$ cat config.mk
export PLATFORM = sky130hd
export DESIGN_NAME = pwm_pair_timer
export DESIGN_NICKNAME = d
export VERILOG_FILES = /design/src/rtl/pwm_pair_pkg.sv /design/src/rtl/pwm_rst_sync.sv /design/src/rtl/pwm_master_chan.sv /design/src/rtl/pwm_slave_chan.sv /design/src/rtl/pwm_pair_timer.sv
export SDC_FILE = /design/constraint.sdc
export NUM_CORES = 1
export LEC_CHECK = 0
export BUFFER_PORTS_ARGS = -buffer_cell sky130_fd_sc_hd__buf_2
export CORE_ASPECT_RATIO = 1.75
export CORE_MARGIN = 8
export CORE_UTILIZATION = 35
export CTS_CLUSTER_SIZE = 14
export DETAILED_ROUTE_END_ITERATION = 6
export SLEW_MARGIN = 20
export SYNTH_ARGS = -nofsm -noshare
export SYNTH_HDL_FRONTEND = slang
export SYNTH_SLANG_ARGS = --single-unit
$ cat constraint.sdc
create_clock -name clk -period 5.09 [get_ports clk]
set_input_delay 0.509 -clock clk [delete_from_list [all_inputs] [get_ports clk]]
set_output_delay 0.509 -clock clk [all_outputs]
set_load 0.01 [all_outputs]
$ cat src/rtl/pwm_pair_pkg.sv
package pwm_pair_pkg;

  // Pair-wide command decoded from the start/stop strobes.
  typedef enum logic [1:0] {
    CMD_NONE  = 2'd0,
    CMD_START = 2'd1,
    CMD_STOP  = 2'd2
  } pair_cmd_e;

endpackage

$ cat src/rtl/pwm_rst_sync.sv
module pwm_rst_sync #(
  parameter int STAGES = 2
) (
  input  logic clk,
  input  logic rst_n,
  output logic rst_sync_n
);

  logic [STAGES-1:0] sync_q;
  logic [STAGES-1:0] sync_d;

  always_comb begin
    sync_d = {sync_q[STAGES-2:0], 1'b1};
  end

  always_ff @(posedge clk or negedge rst_n) begin
    if (!rst_n) sync_q <= '0;
    else        sync_q <= sync_d;
  end

  assign rst_sync_n = sync_q[STAGES-1];

endmodule

$ cat src/rtl/pwm_master_chan.sv
module pwm_master_chan
  import pwm_pair_pkg::*;
#(
  parameter int CNT_W = 16
) (
  input  logic             clk,
  input  logic             rst_ni,
  input  logic             cnt_en_i,
  input  pair_cmd_e        cmd_i,
  input  logic [CNT_W-1:0] per_i,
  output logic [CNT_W-1:0] cnt_o,
  output logic             irq_o
);

  localparam logic [CNT_W-1:0] ONE = {{(CNT_W-1){1'b0}}, 1'b1};

  logic [CNT_W-1:0] cnt_q, cnt_d;
  logic             run_q, run_d;
  logic             irq_q, irq_d;
  logic             at_zero;

  assign at_zero = (cnt_q == '0);

  always_comb begin
    cnt_d = cnt_q;
    run_d = run_q;
    irq_d = 1'b0;
    case (cmd_i)
      CMD_STOP: begin
        run_d = 1'b0;
      end
      CMD_START: begin
        run_d = 1'b1;
        cnt_d = per_i;
        irq_d = 1'b1;
      end
      default: begin
        if (run_q && cnt_en_i) begin
          if (at_zero) begin
            cnt_d = per_i;
            irq_d = 1'b1;
          end else begin
            cnt_d = cnt_q - ONE;
          end
        end
      end
    endcase
  end

  always_ff @(posedge clk or negedge rst_ni) begin
    if (!rst_ni) begin
      cnt_q <= '0;
      run_q <= 1'b0;
      irq_q <= 1'b0;
    end else begin
      cnt_q <= cnt_d;
      run_q <= run_d;
      irq_q <= irq_d;
    end
  end

  assign cnt_o = cnt_q;
  assign irq_o = irq_q;

  assert_start_pulse_R2: assert property (@(posedge clk) disable iff (!rst_ni)
    (cmd_i == CMD_START) |=> (irq_q && cnt_q == $past(per_i)));

  assert_wrap_reload_R3: assert property (@(posedge clk) disable iff (!rst_ni)
    (run_q && cnt_en_i && cmd_i == CMD_NONE && cnt_q == '0) |=> (irq_q && cnt_q == $past(per_i)));

  assert_idle_freeze_R4: assert property (@(posedge clk) disable iff (!rst_ni)
    (!cnt_en_i && cmd_i != CMD_START) |=> ($stable(cnt_q) && !irq_q));

  assert_stop_freeze_R7: assert property (@(posedge clk) disable iff (!rst_ni)
    (cmd_i == CMD_STOP) |=> ($stable(cnt_q) && !irq_q));

endmodule

$ cat src/rtl/pwm_slave_chan.sv
module pwm_slave_chan
  import pwm_pair_pkg::*;
#(
  parameter int CNT_W = 16
) (
  input  logic             clk,
  input  logic             rst_ni,
  input  logic             cnt_en_i,
  input  pair_cmd_e        cmd_i,
  input  logic             load_i,
  input  logic [CNT_W-1:0] duty_i,
  output logic [CNT_W-1:0] cnt_o,
  output logic             pwm_o
);

  localparam logic [CNT_W-1:0] ONE = {{(CNT_W-1){1'b0}}, 1'b1};

  logic [CNT_W-1:0] cnt_q, cnt_d;
  logic             run_q, run_d;
  logic             pwm_q, pwm_d;
  logic             duty_nz;

  assign duty_nz = (duty_i != '0);

  always_comb begin
    cnt_d = cnt_q;
    run_d = run_q;
    pwm_d = pwm_q;
    if (cmd_i == CMD_STOP) begin
      run_d = 1'b0;
    end else if (load_i) begin
      pwm_d = duty_nz;
      run_d = duty_nz;
      cnt_d = duty_nz ? (duty_i - ONE) : '0;
    end else if (run_q && cnt_en_i) begin
      if (cnt_q == '0) begin
        pwm_d = 1'b0;
        run_d = 1'b0;
      end else begin
        cnt_d = cnt_q - ONE;
      end
    end
  end

  always_ff @(posedge clk or negedge rst_ni) begin
    if (!rst_ni) begin
      cnt_q <= '0;
      run_q <= 1'b0;
      pwm_q <= 1'b0;
    end else begin
      cnt_q <= cnt_d;
      run_q <= run_d;
      pwm_q <= pwm_d;
    end
  end

  assign cnt_o = cnt_q;
  assign pwm_o = pwm_q;

  assert_load_level_R5: assert property (@(posedge clk) disable iff (!rst_ni)
    (load_i && cmd_i != CMD_STOP) |=> (pwm_q == ($past(duty_i) != '0)));

  assert_zero_release_R6: assert property (@(posedge clk) disable iff (!rst_ni)
    (run_q && cnt_en_i && !load_i && cmd_i != CMD_STOP && cnt_q == '0) |=> !pwm_q);

  assert_stop_hold_R7: assert property (@(posedge clk) disable iff (!rst_ni)
    (cmd_i == CMD_STOP) |=> ($stable(pwm_q) && $stable(cnt_q)));

  assert_idle_hold_R4: assert property (@(posedge clk) disable iff (!rst_ni)
    (!cnt_en_i && !load_i) |=> ($stable(pwm_q) && $stable(cnt_q)));

endmodule

$ cat src/rtl/pwm_pair_timer.sv
module pwm_pair_timer
  import pwm_pair_pkg::*;
#(
  parameter int CNT_W = 16
) (
  input  logic             clk,
  input  logic             rst_n,
  input  logic             cnt_en,
  input  logic             start_master,
  input  logic             start_slave,
  input  logic             stop_master,
  input  logic             stop_slave,
  input  logic             period_we,
  input  logic [CNT_W-1:0] period_wdata,
  input  logic             duty_we,
  input  logic [CNT_W-1:0] duty_wdata,
  output logic [CNT_W-1:0] master_count,
  output logic [CNT_W-1:0] slave_count,
  output logic             period_irq,
  output logic             pwm_out
);

  localparam int NUM_REGS = 2;
  localparam int IDX_PER  = 0;
  localparam int IDX_DUTY = 1;

  logic                            rst_sn;
  pair_cmd_e                       cmd;
  logic [NUM_REGS-1:0]             reg_we;
  logic [NUM_REGS-1:0][CNT_W-1:0]  reg_wdata;
  logic [NUM_REGS-1:0][CNT_W-1:0]  reg_q;
  logic [NUM_REGS-1:0][CNT_W-1:0]  reg_d;
  logic                            irq;

  pwm_rst_sync #(.STAGES(2)) u_rst (
    .clk        (clk),
    .rst_n      (rst_n),
    .rst_sync_n (rst_sn)
  );

  // Both strobes of a pair must coincide; stop outranks start.
  always_comb begin
    if (stop_master && stop_slave)        cmd = CMD_STOP;
    else if (start_master && start_slave) cmd = CMD_START;
    else                                  cmd = CMD_NONE;
  end

  assign reg_we[IDX_PER]     = period_we;
  assign reg_we[IDX_DUTY]    = duty_we;
  assign reg_wdata[IDX_PER]  = period_wdata;
  assign reg_wdata[IDX_DUTY] = duty_wdata;

  for (genvar g = 0; g < NUM_REGS; g++) begin : g_hold_reg
    always_comb begin
      reg_d[g] = reg_we[g] ? reg_wdata[g] : reg_q[g];
    end
    always_ff @(posedge clk or negedge rst_sn) begin
      if (!rst_sn) reg_q[g] <= '0;
      else         reg_q[g] <= reg_d[g];
    end
  end

  pwm_master_chan #(.CNT_W(CNT_W)) u_master (
    .clk      (clk),
    .rst_ni   (rst_sn),
    .cnt_en_i (cnt_en),
    .cmd_i    (cmd),
    .per_i    (reg_q[IDX_PER]),
    .cnt_o    (master_count),
    .irq_o    (irq)
  );

  pwm_slave_chan #(.CNT_W(CNT_W)) u_slave (
    .clk      (clk),
    .rst_ni   (rst_sn),
    .cnt_en_i (cnt_en),
    .cmd_i    (cmd),
    .load_i   (irq),
    .duty_i   (reg_q[IDX_DUTY]),
    .cnt_o    (slave_count),
    .pwm_o    (pwm_out)
  );

  assign period_irq = irq;

  assert_reset_quiet_R1: assert property (@(posedge clk)
    !rst_sn |=> (master_count == '0 && slave_count == '0 && !period_irq && !pwm_out));

  assert_lone_start_R2: assert property (@(posedge clk) disable iff (!rst_sn)
    ((start_master != start_slave) && !period_irq && !(stop_master && stop_slave) && !cnt_en)
      |=> ($stable(master_count) && !period_irq));

endmodule

## Word-level counts from Yosys, hierarchy flattened

Cells that the tools add are included.

| cells by class | value |
|---|---|
| add/sub/neg operators | 3 |
| equal/unequal tests | 3 |
| muxes and demuxes | 17 |
| bitwise logic cells | 1 |
| reduce and logical (&&, ||, !) cells | 17 |

Operators by type and width:

| cell | number |
|---|---|
| $mux 16 | 6 |
| $sub 16x1->16 const B | 3 |
| $logic_not 16->1 | 2 |
| $pmux 16 s2 | 1 |
| $reduce_bool 16->1 | 1 |
| $reduce_bool 2->1 | 4 |
| $mux 1 | 7 |
| $reduce_and 3->1 | 2 |
| $reduce_bool 3->1 | 2 |
| $logic_and 1x1->1 | 4 |
| $pmux 1 s2 | 2 |
| $reduce_and 2->1 | 2 |
| $eq 2x1->1 const B | 1 |
| $eq 2x2->1 const B | 1 |
| $mux 2 | 1 |
| $ne 2x2->1 const B | 1 |
| $not 1->1 | 1 |

| storage, ports and cells | value |
|---|---|
| bits in registers | 70 |
| input bits | 41 |
| output and inout port bits | 34 |

## Longest topological paths before layout

Gate-level depths: netlist of run 1.

| logic depth | value |
|---|---|
| word-level depth | 6 |
| gate-level depth with buffers | 8 |

## Modules after synthesis

Synthesis of run 1 repeated with hierarchy kept, for this count alone.

| second synthesis, totals | value |
|---|---|
| cells, all modules | 399 |
| area total of the unflattened synthesis | 4192.8 sq um |

Modules (own cells, without submodules):

| module | instances | cells each | area each (sq um) | seq. area each (sq um) |
|---|---|---|---|---|
| pwm_slave_chan | 1 | 181 | 1466.4 | 450.4 |
| pwm_master_chan | 1 | 144 | 1360.1 | 450.4 |
| pwm_pair_timer | 1 | 71 | 1312.5 | 800.8 |
| pwm_rst_sync | 1 | 3 | 53.8 | 50.0 |

## Least setup slack after synthesis of run 1

No wires, ideal clock.

| path | value |
|---|---|
| kind | flip-flop to flip-flop |
| from | register u_slave.cnt_q[0], in the netlist u_slave.cnt_o[0] |
| to | register u_slave.cnt_q[8], in the netlist u_slave.cnt_o[8] |
| setup time | 135 ps |
| arrival time | 2045 ps |
| data required time | 4955 ps |
| path slack | 2910 ps |
| cell stages (with the launch flop) | 8 |
| path buffers | 0 |
| period minus slack after synthesis | 2180 ps |
| cell sequence | dfrtp_1 > inv_1 > ha_1 > or3b_2 > or2_4 > a2111oi_4 > mux2i_1 > o221ai_2 |

| between the ends | value |
|---|---|
| longest elaborated chain between the ends | 4 |
| elaborated cells between the ends (all ways) | 7 |
| classes of those cells | add/sub: 1; eq/ne: 1; mux: 3; reduce/logical: 2 |

RTL lines:

| item | line | source |
|---|---|---|
| start, declared | pwm_slave_chan.sv:18 | `logic [CNT_W-1:0] cnt_q, cnt_d;` |
| start signal, assigned | pwm_slave_chan.sv:51 | `cnt_q <= cnt_d;` |
| $sub 16x1->16 | pwm_slave_chan.sv:40 | `cnt_d = cnt_q - ONE;` |
| $mux 16 | pwm_slave_chan.sv:36 | `if (cnt_q == '0) begin` |
| $mux 16 | pwm_slave_chan.sv:35 | `end else if (run_q && cnt_en_i) begin` |
| $mux 16 | pwm_slave_chan.sv:31 | `end else if (load_i) begin` |

Several ways; a longest one is shown, not always the timed one. The select of a mux whose other input is x is not followed.
A chain may end at the register's enable or synchronous reset.

## Worst setup path after layout of run 1

| path | value |
|---|---|
| from | register u_slave.cnt_q[0], in the netlist u_slave.cnt_o[0] |
| to | register u_slave.cnt_q[9], in the netlist u_slave.cnt_o[9] |

Same word-level chain as after synthesis.

==> impl_results.md, run 1 <==
* Status: finished, final reports clean
* Starting DRC count in detailed routing at 136
* Hold_ws at 353.9 ps
* Worst hold path type: reg -> reg
* Global Route Usage Sum at 14.17%
* Via count at 3,329
* # rows at 51
* Worst path required time at 5330 ps
* Clock-pin slew on the worst setup and hold paths at 60 ps
* Seq/Total Area, Yosys at 43.93%
* Gate count of the mapped netlist at 392
* Worst-Margin Slew at 900.9 ps
* Number of H-tree levels at 3
* Sw power at 0.6202 mW
* Share of the synthesized area in the top cell type at 43.93%
* Total gr overflow at 0
* Port Buffer Count at 74
* Clk buf depth at 2
* Max-cap violations at 0
* Synth top area cells: dfrtp_1, mux2_2, nand2_1
* Post-Syn Area at 3988 um2
* Placer Congestion at 0.8136
* Dominant cell type by area after synthesis: dfrtp_1
* Count leader, synth: dfrtp_1
* Setup Fix Bufs, Post-CTS at 0
* Final min period at 2423 ps
* Number of I/O pins at 75
* CTS Root Cell: clkbuf_16
* Syn-to-layout area delta at 18.54%
* Int Pwr at 1.210 mW
* Via density at 5.539
* First-pass GRT wire length at 17,290 um
* Height of the die at 157.2 um
* Total core area at 11,100 um2
* Antenna violations before repair at 0
* LEAKAGE at 1.917 nW
* Final hold viol count at 0
* Final worst-path cycle share at 47.61%
* Reg power frac at 44.3%
* Skew-Pair Late Insertion Delay at 320 ps
* DRC violations left at 0
* Cts hold-fix bufs at 1
* Initial core utilization at 35.91%
* Final setup fails at 0
* Vias in the first global route at 3,445
* Synth top cells by count: dfrtp_1, nand2_1, mux2_2
* RSZ-0062 raised after global routing: no
* Die ar. at 15,200 um2
* Slew headroom at 39.94%
* CTS Buf Count at 9
* Final instance area at 4727 um2
* Comb power frac at 24.6%
* Post-synth top flop: dfrtp_1
* Pwr/cell area at 387.1 nW/um2
* DRT Wirelength at 10,860 um
* Post-CTS Resized at 0
* DR WL/cell at 18.07 um
* Layout cell share with drive strength beyond 1 at 30.70%
* Setup WS pre-CTS at 2631 ps
* Clock network fraction of total power at 31.1%
* Largest net degree at the start of global routing at 69
* CP startpoint kind: flop
* Die width at 96.69 um
* CTS tree: built
* Syn avg cell area at 10.17 um2
* Final Max Slew Viols at 0
* Diodes inserted at 0
* Max Fclk at 412.6 MHz
* Clock Skew at 4.101 ps
* Setup CP Type: reg -> reg
* Setup crit end kind: flop
* Async set or reset register ratio after synthesis at 100.0%
* Final worst slack at 2667 ps
* CP arrival at 2670 ps
* # clock sinks at 70
* Flops & latches, synth at 70
* Fill count at 1,101
* Sw Ratio at 33.89%
* Yosys warning count at 0
* Number of enable flip-flop cells after synthesis at 0
* Placed Area at 4448 um2
* Crit-path max FO at 13
* Synth cell types at 69
* DR pass1 iterations at 4
* Antenna-violating nets left at 0
* Dpl hpwl at 8268 um
* Nets at 510
* Post-synth net total at 438
* Peak VDD IR at 214.1 uV
* TNS Setup at 0 ps
==> metal layers <==
layer  share of wire, %  wire length, um  vias to the layer above  track usage [%]
li1                   -                -                     1603                -
met1                 37             3980                     1617            13.55
met2                 57             6220                      101            28.01
met3                5.1              555                        8            3.861
met4               0.96              104                        0            4.716
met5                  0                0                        -                0
==> through the flow <==
step | util [%] | instances | power [mW]
detailed placement | 40.06 | 584 | 1.278
finish | 42.57 | 601 | 1.830
floorplan | - | 392 | 1.084
global route | 42.57 | 601 | 1.943
global placement | 40.06 | 584 | 1.267
CTS | 42.57 | 601 | 1.857
==> registers in the layout (all words and copies together), names as in the netlist <==
| register | cells |
|---|---|
| u_master.cnt_o | 16 |
| u_rst.sync_q | 2 |
| u_master.run_q | 1 |
| u_slave.cnt_o | 16 |
| reg_q | 32 |
| u_master.irq_o | 1 |
| u_slave.pwm_o | 1 |
| u_slave.run_q | 1 |
==> worst max-delay path: stages (launching register included) <==
cell      delay [ps]
dfrtp_1          420
inv_1            120
ha_1             190
nor4b_2          480
nand4_4          270
o31ai_4          530
o21ai_0          210
o211ai_1         120
==> path summary, 6_finish.rpt <==
kind / startpoint / to / slack (ps) / depth (start not counted)
max in group asynchronous: u_rst.sync_q[1] / reg_q[14] / 4030 / 1
hold / removal: u_rst.sync_q[0] / u_rst.sync_q[1] / 350 / 0
setup / recovery: u_slave.cnt_o[0] / u_slave.cnt_o[9] / 2670 / 7
setup reg to reg: u_slave.cnt_o[0] / u_slave.cnt_o[9] / 2670 / 7
hold reg to reg: u_rst.sync_q[0] / u_rst.sync_q[1] / 350 / 0
min in group asynchronous: u_rst.sync_q[1] / reg_q[21] / 470 / 1
==> area by class of cell <==
| class | instances | area [um2] | share of cell area [%] |
|---|---|---|---|
| inverters | 10 | 37.54 | 0.7941 |
| multi-input cells | 297 | 2115 | 44.73 |
| flip-flops and latches | 70 | 1753 | 37.08 |
| clock buffers | 12 | 246.5 | 5.214 |
| repair buffers | 76 | 387.9 | 8.205 |
| well taps | 132 | 165.2 | 3.494 |
| clock inverters | 4 | 22.52 | 0.4764 |
==> cells in the final DEF, fill, tap and decap left out, types with 4 or more instances in the layout <==
| cell | netlist | layout |
|---|---|---|
| and3_1 | 10 | 10 |
| o311ai_0 | 4 | 4 |
| mux2i_1 | 7 | 7 |
| nor4_1 | 8 | 8 |
| or3_1 | 7 | 7 |
| buf_2 | 1 | 74 |
| dfrtp_1 | 70 | 69 |
| xnor2_1 | 7 | 7 |
| mux2_2 | 31 | 31 |
| nor2_1 | 23 | 23 |
| o211ai_1 | 5 | 5 |
| inv_1 | 10 | 10 |
| a21oi_1 | 25 | 25 |
| clkbuf_16 | 0 | 9 |
| xor2_1 | 5 | 5 |
| o21ai_0 | 20 | 20 |
| ha_1 | 5 | 5 |
| a211o_1 | 9 | 9 |
| nand2_1 | 37 | 37 |
| nand3_1 | 11 | 11 |
| nand4_1 | 7 | 7 |
| nor3_1 | 13 | 13 |
==> power by group through the flow <==
stage | clock [mW] | sequential, mW | combinational [mW]
finish | 0.570 | 0.810 | 0.449
detailed placement | 0 | 0.821 | 0.458
global placement | 0 | 0.815 | 0.452
global route | 0.608 | 0.830 | 0.505
floorplan | 0 | 0.830 | 0.254
CTS | 0.586 | 0.811 | 0.460
==> cells by family (layout without fill, tap and decap cells) <==
group                      count (synthesis)  in the layout  synth area share, %
and+or+nand+nor                          150            150                21.96
AOI/OAI and AO/OA                         91             91                16.25
DFF                                       70             70                43.93
muxes                                     38             38                10.51
buffers and inverters                     25            102                3.043
xor gates and xnor gates                  12             12                2.636
adders and majority gates                  5              5                1.569
other                                      1              1              0.09404
Note: power is estimated with default switching activity, not from simulation.
==> inputs of run 2 (changes only) <==
- ABC_AREA: unset -> 1
- clock period: 5.09 -> 2.37 ns (I/O delays scaled with it)
==> run 2 against run 1 <==
Against the previous run: first-iteration DRC count shrank 9.6%; die area grew 3.7%; sequential power up 130%; register-to-register slack got worse by 2100 ps; routed wire length increased by 6.3%; critical endpoint is now u_slave.cnt_o[2]; area after synthesis increased by 4.3%.
==> impl_results.md, run 2 <==
* DR pass1 iterations at 4 (unchanged)
* Dpl hpwl at 9244 um (was 8268 um)
* Die ar. at 15,760 um2 (was 15,200 um2)
* Initial core utilization at 35.91% (about the same)
* Post-Syn Area at 4159 um2 (was 3988 um2)
* Post-CTS Resized at 0 (unchanged)
* Bufs and invs on worst path at 2 (was 1)
* # clock sinks at 70 (unchanged)
* RSZ-0062 raised after global routing: no (unchanged)
* DRC violations left at 0 (unchanged)
* Min-Delay Endpoint: reg_q[30] (was u_rst.sync_q[1])
* Via count at 3,928 (was 3,329)
* Dominant cell type by area after synthesis: dfrtp_1 (unchanged)
* Clk buf depth at 2 (unchanged)
* Antenna violations before repair at 1 (was 0)
* Commonest non-fill, non-tap cell in the layout: nand2_1 (was buf_2)
* Yosys warning count at 0 (unchanged)
* Diodes inserted at 0 (unchanged)
* DR WL/cell at 14.18 um (was 18.07 um)
* Total core area at 11,580 um2 (was 11,100 um2)
* Die width at 98.40 um (was 96.69 um)
* Worst-Margin Slew at 558.4 ps (was 900.9 ps)
* Final Max Slew Viols at 0 (unchanged)
* Crit-path max FO at 18 (was 13)
* Clock-pin slew on the worst setup and hold paths at 60 ps (about the same)
* Syn avg cell area at 6.955 um2 (was 10.17 um2)
* # rows at 52 (was 51)
* Flops & latches, synth at 70 (unchanged)
* TNS Setup at 0 ps (unchanged)
* Cts hold-fix bufs at 1 (unchanged)
* Share of the synthesized area in the top cell type at 42.12% (was 43.93%)
* Delay-heaviest family, CP: buffers and inverters (was compound AO/OA/AOI/OAI gates)
* Skew-Pair Late Insertion Delay at 330 ps (was 320 ps)
* CTS tree: built (unchanged)
* Total gr overflow at 0 (unchanged)
* Synth top area cells: dfrtp_1, nand2_1, nand3_1 (was dfrtp_1, mux2_2, nand2_1)
* Peak VDD IR at 612.5 uV (was 214.1 uV)
* Vias in the first global route at 4,005 (was 3,445)
* Starting DRC count in detailed routing at 123 (was 136)
* Setup CP Type: reg -> reg (unchanged)
* Worst r2r src: u_master.irq_o (was u_slave.cnt_o[0])
* Final setup fails at 0 (unchanged)
* Fill count at 1,217 (was 1,101)
* Setup crit end kind: flop (unchanged)
* CP arrival at 2040 ps (was 2670 ps)
* Async set or reset register ratio after synthesis at 100.0% (unchanged)
* Status: finished, final reports clean (unchanged)
* Pwr/cell area at 1080 nW/um2 (was 387.1 nW/um2)
* Number of I/O pins at 75 (unchanged)
* Sequential cell area at 1753 um2 (unchanged)
* Final min period at 1838 ps (was 2423 ps)
* Via density at 4.826 (was 5.539)
* CP startpoint kind: flop (unchanged)
* Final worst-path cycle share at 77.54% (was 47.61%)
* Slew headroom at 62.77% (was 39.94%)
* Layout cell share with drive strength beyond 1 at 17.53% (was 30.70%)
* First-pass GRT wire length at 18,990 um (was 17,290 um)
* Worst path required time at 2580 ps (was 5330 ps)
* Max Fclk at 544.2 MHz (was 412.6 MHz)
* Max-cap violations at 0 (unchanged)
* Largest net degree at the start of global routing at 33 (was 69)
* Post-synth top flop: dfrtp_1 (unchanged)
* Final worst slack at 532.3 ps (was 2667 ps)
* Clock Skew at 7.027 ps (was 4.101 ps)
* DRT Wirelength at 11,540 um (was 10,860 um)
* Final hold viol count at 0 (unchanged)
* Setup WS pre-CTS at 478.5 ps (was 2631 ps)
* CP max-delay cell: dfrtp_1 (was o31ai_4)
* Hold_ws at 105.7 ps (was 353.9 ps)
* Post-synth net total at 644 (was 438)
* Nets at 720 (was 510)
* Fin cells at 814 (was 601)
* Footprint of the multi-input gates at 2066 um2 (was 2115 um2)
* Most frequent cells in the layout: nand2_1, buf_2, dfrtp_1, inv_1, nor2_1 (was buf_2, dfrtp_1, nand2_1, mux2_2, a21oi_1)
* Largest register FFs at 32 (unchanged)
* Height of the die at 160.2 um (was 157.2 um)
* Antenna-violating nets left at 0 (unchanged)
* FF-to-FF setup slack at 530 ps (was 2670 ps)
* Synth cell types at 32 (was 69)
* Hold path depth at 3 (was 0)
* Worst hold path type: in -> reg (was reg -> reg)
* Number of H-tree levels at 3 (unchanged)
* Synth top cells by count: nand2_1, dfrtp_1, inv_1 (was dfrtp_1, nand2_1, mux2_2)
* Placer Congestion at 0.8765 (was 0.8136)
* Most flop-heavy register: reg_q (unchanged)
* CP max stage delay at 460 ps (was 530 ps)
* Worst Hold Launch: duty_wdata[14] (was u_rst.sync_q[0])
* Seq/Total Area, Yosys at 42.12% (was 43.93%)
* Gate count of the mapped netlist at 598 (was 392)
* Reg-to-reg critical path endpoint: u_slave.cnt_o[2] (was u_slave.cnt_o[9])
* CTS Buf Count at 9 (unchanged)
* R2R depth at 6 (was 7)
* Placed cells at 797 (was 584)
* Global Route Usage Sum at 15.16% (was 14.17%)
* Core Util, Final at 43.14% (was 42.57%)
* Syn-to-layout area delta at 20.13% (was 18.54%)
* LEAKAGE at 2.690 nW (was 1.917 nW)
* Number of enable flip-flop cells after synthesis at 0 (unchanged)
* CP cell instances: inv_1 -> nand3_1 -> nand3_2 -> inv_2 -> nand2_1 -> o21ai_0 (was inv_1 -> ha_1 -> nor4b_2 -> nand4_4 -> o31ai_4 -> o21ai_0 -> o211ai_1)
* Port Buffer Count at 74 (unchanged)
* CTS Root Cell: clkbuf_16 (unchanged)
* Setup Fix Bufs, Post-CTS at 0 (unchanged)
* Count leader, synth: nand2_1 (was dfrtp_1)
run 2: changes by cell type after synthesis, moves of 8 or more:
cell,previous run,this run
o21ai_0,20,41
nor2_2,0,8
nand2_1,37,222
nor2_1,23,64
and3_1,10,1
nor3_1,13,0
a21oi_1,25,6
xor2_1,5,14
mux2_2,31,4
a211o_1,9,0
nor4_1,8,0
inv_1,10,66
nand3_1,11,56
run 2: worst register-to-register path, delay by kind of cell (launching register included):
kind | cells | cell delay, ps
AND/OR/NAND/NOR | 3 | 540
AO/OA/AOI/OAI | 1 | 80
flip-flops | 1 | 460
buffers and inverters | 2 | 630
run 2: final cells by class:
class	count	area share, %
clock inverter	6	2.204
sequential	70	35.09
multi-input combinational	445	41.35
timing repair buffer	79	8.214
inverter	69	5.184
clock buffer	10	4.583
tap	135	3.381
run 2: logic make-up after synthesis:
family / share of synthesized area [%]
compound gates: 7.371
xor+xnor: 3.370
fa+ha+maj: 1.504
buf+inv: 8.213
flops: 42.12
mux: 1.083
other cells: 0.09017
simple gates: 36.25
run 2: stage by stage:
stage / power [mW] / area, um2
after floorplan: 3.192 / 4159
after global placement: 3.846 / 4647
final: 5.393 / 4996
after detailed placement: 3.880 / 4647
after CTS: 5.448 / 4996
after global routing: 5.827 / 4996
run 2: how the worst max path moves through the flow:
stage               startpoint          endpoint  slack (ps)  cells past startpoint
2_1_floorplan  u_rst.sync_q[1]          reg_q[0]         280                      0
3_3_place_gp    u_master.irq_o  u_slave.cnt_o[2]         510                      5
3_5_place_dp    u_master.irq_o  u_slave.cnt_o[2]         480                      5
4_1_cts         u_master.irq_o  u_slave.cnt_o[2]         470                      5
5_1_grt         u_master.irq_o  u_slave.cnt_o[2]         320                      6
6_report        u_master.irq_o  u_slave.cnt_o[2]         530                      6
run 2: power breakdown:
part / internal (mW) / switching, mW / total (mW)
clock network: 1.03 / 0.510 / 1.54
logic: 0.740 / 1.29 / 2.03
registers: 1.48 / 0.350 / 1.83
run 2: layer usage:
layer  up-vias  global-route usage, %  share of wire [%]
li1       2003                      -                  -
met2        98                  29.07                 55
met3        19                  3.613                4.2
met5         -                      0              0.087
met4         2                  5.411                2.0
met1      1806                  15.20                 39
==> inputs of run 3 (changes only) <==
- clock period: 2.37 -> 1.8 ns (I/O delays scaled with it)
==> run 3 against run 2 <==
Against the previous run: combinational power up 43%; first-iteration DRC count up 23%; design area up 1.4%; clock skew down 2.8 ps; worst hold slack worse by 50 ps; global-route usage up 0.24 points; clock power up 9.7%; sequential share of layout area down 0.47 points; utilization up 0.58 points; via count up 1.3%; total power up 28%; clock-buffer cell count up 3; critical endpoint is now u_master.cnt_o[10].
==> impl_results.md, run 3 (synthesis gave the netlist of run 2 again) <==
* Clk buf depth at 2 (unchanged)
* Global Route Usage Sum at 15.40% (was 15.16%)
* Via count at 3,978 (was 3,928)
* Total core area at 11,580 um2 (unchanged)
* Clock network fraction of total power at 24.5% (was 28.5%)
* DR pass1 iterations at 4 (unchanged)
* Delay-heaviest family, CP: simple AND/OR/NAND/NOR gates (was buffers and inverters)
* Hold_ws at 55.86 ps (was 105.7 ps)
* Comb power frac at 42.1% (was 37.6%)
* GRT met3 Usage at 3.744% (was 3.613%)
* Initial core utilization at 35.91% (unchanged)
* Peak VDD IR at 794.2 uV (was 612.5 uV)
* Layout cell share with drive strength beyond 1 at 18.96% (was 17.53%)
* Placed Area at 4750 um2 (was 4647 um2)
* Number of I/O pins at 75 (unchanged)
* Antenna violations before repair at 0 (was 1)
* Reg power frac at 33.4% (was 34.0%)
* Sw power at 2.805 mW (was 2.147 mW)
* FF-to-FF setup slack at 140 ps (was 530 ps)
* Final setup fails at 0 (unchanged)
* Max Fclk at 601.2 MHz (was 544.2 MHz)
* Vias in the first global route at 4,047 (was 4,005)
* CP max-delay cell: dfrtp_1 (unchanged)
* Worst path required time at 2020 ps (was 2580 ps)
* Worst hold path type: in -> reg (unchanged)
* Placer Congestion at 0.9327 (was 0.8765)
* Fill count at 1,232 (was 1,217)
* CTS tree: built (unchanged)
* Skew-Pair Late Insertion Delay at 330 ps (about the same)
* Int Pwr at 4.089 mW (was 3.246 mW)
* Sw Ratio at 40.69% (was 39.81%)
* Via density at 4.816 (was 4.826)
* Final min period at 1663 ps (was 1838 ps)
* Status: finished, final reports clean (unchanged)
* Die ar. at 15,760 um2 (unchanged)
* Die width at 98.40 um (unchanged)
* CP startpoint: u_master.cnt_o[0] (was u_master.irq_o)
* Core Util, Final at 43.72% (was 43.14%)
* Grt met1 use at 14.64% (was 15.20%)
* Most frequent cells in the layout: nand2_1, buf_2, dfrtp_1, inv_1, nor2_1 (unchanged)
* RSZ-0062 raised after global routing: no (unchanged)
* Worst r2r src: u_master.cnt_o[0] (was u_master.irq_o)
* Reg-to-reg critical path endpoint: u_master.cnt_o[10] (was u_slave.cnt_o[2])
* CP cell instances: inv_1 -> ha_1 -> nand2_1 -> nor2_1 -> nand2_1 -> xor2_1 -> nand2_1 -> nand2_1 -> nand2_1 (was inv_1 -> nand3_1 -> nand3_2 -> inv_2 -> nand2_1 -> o21ai_0)
* Top cell by count, worst path: nand2_1
* DRC violations left at 0 (unchanged)
* CP max stage delay at 380 ps (was 460 ps)
* Capture point of the worst path: u_master.cnt_o[10] (was u_slave.cnt_o[2])
* Antenna-violating nets left at 0 (unchanged)
* Critical path depth at 9 (was 6)
* DRT Wirelength at 11,830 um (was 11,540 um)
* Number of H-tree levels at 3 (unchanged)
* Busiest grt layer: met2 (unchanged)
* CP arrival at 1890 ps (was 2040 ps)
* # clock sinks at 70 (unchanged)
* Largest register FFs at 32 (unchanged)
* CTS Root Cell: clkbuf_16 (unchanged)
* Port Buffer Count at 74 (unchanged)
* First-pass GRT wire length at 19,210 um (was 18,990 um)
* CP startpoint kind: flop (unchanged)
* Pwr/cell area at 1361 nW/um2 (was 1080 nW/um2)
* Final worst-path cycle share at 92.41% (was 77.54%)
* Final Max Slew Viols at 0 (unchanged)
* M2 GR Usage at 29.26% (was 29.07%)
* Final hold viol count at 0 (unchanged)
* CTS Buf Count at 9 (unchanged)
* Dpl hpwl at 9326 um (was 9244 um)
* Diodes inserted at 0 (unchanged)
* Nets at 732 (was 720)
* Bufs and invs on worst path at 1 (was 2)
* Setup CP Type: reg -> reg (unchanged)
* TNS Setup at 0 ps (unchanged)
* # rows at 52 (unchanged)
* Max-cap violations at 0 (unchanged)
* Final instance area at 5064 um2 (was 4996 um2)
* Largest net degree at the start of global routing at 69 (was 33)
* Commonest non-fill, non-tap cell in the layout: nand2_1 (unchanged)
* Most flop-heavy register: reg_q (unchanged)
* Total gr overflow at 0 (unchanged)
* Syn-to-layout area delta at 21.75% (was 20.13%)
* Setup Fix Bufs, Post-CTS at 0 (unchanged)
* Crit-path max FO at 4 (was 18)
* Height of the die at 160.2 um (unchanged)
* R2R depth at 9 (was 6)
* DR WL/cell at 14.33 um (was 14.18 um)
* Clock Skew at 4.260 ps (was 7.027 ps)
* Starting DRC count in detailed routing at 151 (was 123)
* Clock-pin slew on the worst setup and hold paths at 60 ps (about the same)
* LEAKAGE at 2.741 nW (was 2.690 nW)
* Setup crit end kind: flop (unchanged)
-- run 3: what timing repair did --
item / CTS / global route
endpoints found under the setup margin: 0 / 22
endpoints found under the hold margin: 2 / 0
gates resized for setup: 0 / 2
hold buffers: 1 / 0
-- run 3: layer usage --
layer  share of wire, %  wire length, um
met2                 54             6438
met5                  0                0
met4                3.6              422
met3                4.6              539
met1                 37             4433
-- run 3: stage by stage --
step,instances,setup WS (ps),power (mW)
2_1_floorplan,598,312.9,4.203
3_3_place_gp,809,78.54,5.234
3_5_place_dp,809,78.77,5.264
4_1_cts,826,50.40,7.002
5_1_grt,826,4.467,7.484
6_report,826,136.6,6.894
-- run 3: worst min-delay path by stage --
stage                     slack, ps  cells past startpoint             from         endpoint
after floorplan                -120                      0            rst_n  u_rst.sync_q[0]
after global placement          -30                      1            rst_n  u_rst.sync_q[0]
after detailed placement        -30                      1            rst_n  u_rst.sync_q[0]
after CTS                        40                      3  period_wdata[3]         reg_q[3]
after global routing             70                      3  period_wdata[0]         reg_q[0]
final                            60                      3  period_wdata[3]         reg_q[3]
-- run 3: power groups by stage --
stage	clock [mW]	sequential [mW]	combinational, mW
after floorplan	0	2.50	1.70
after global routing	1.81	2.37	3.30
after CTS	1.74	2.31	2.95
final	1.69	2.31	2.90
after global placement	0	2.33	2.91
after detailed placement	0	2.33	2.93
-- run 3: layout make-up --
cell class                 instances  area (um2)  share of cell area [%]
clock inverter                     3       17.52                  0.3459
clock buffer                      13       270.3                   5.337
sequential                        70        1753                   34.62
multi-input combinational        445        2082                   41.12
inverter                          69       259.0                   5.115
tap                              135       168.9                   3.336
timing repair buffer              91       513.0                   10.13
-- run 3: tightest hold or removal path, stage by stage --
cell	delay, ps
buf_2	70
nand2_1	40
o21ai_0	60
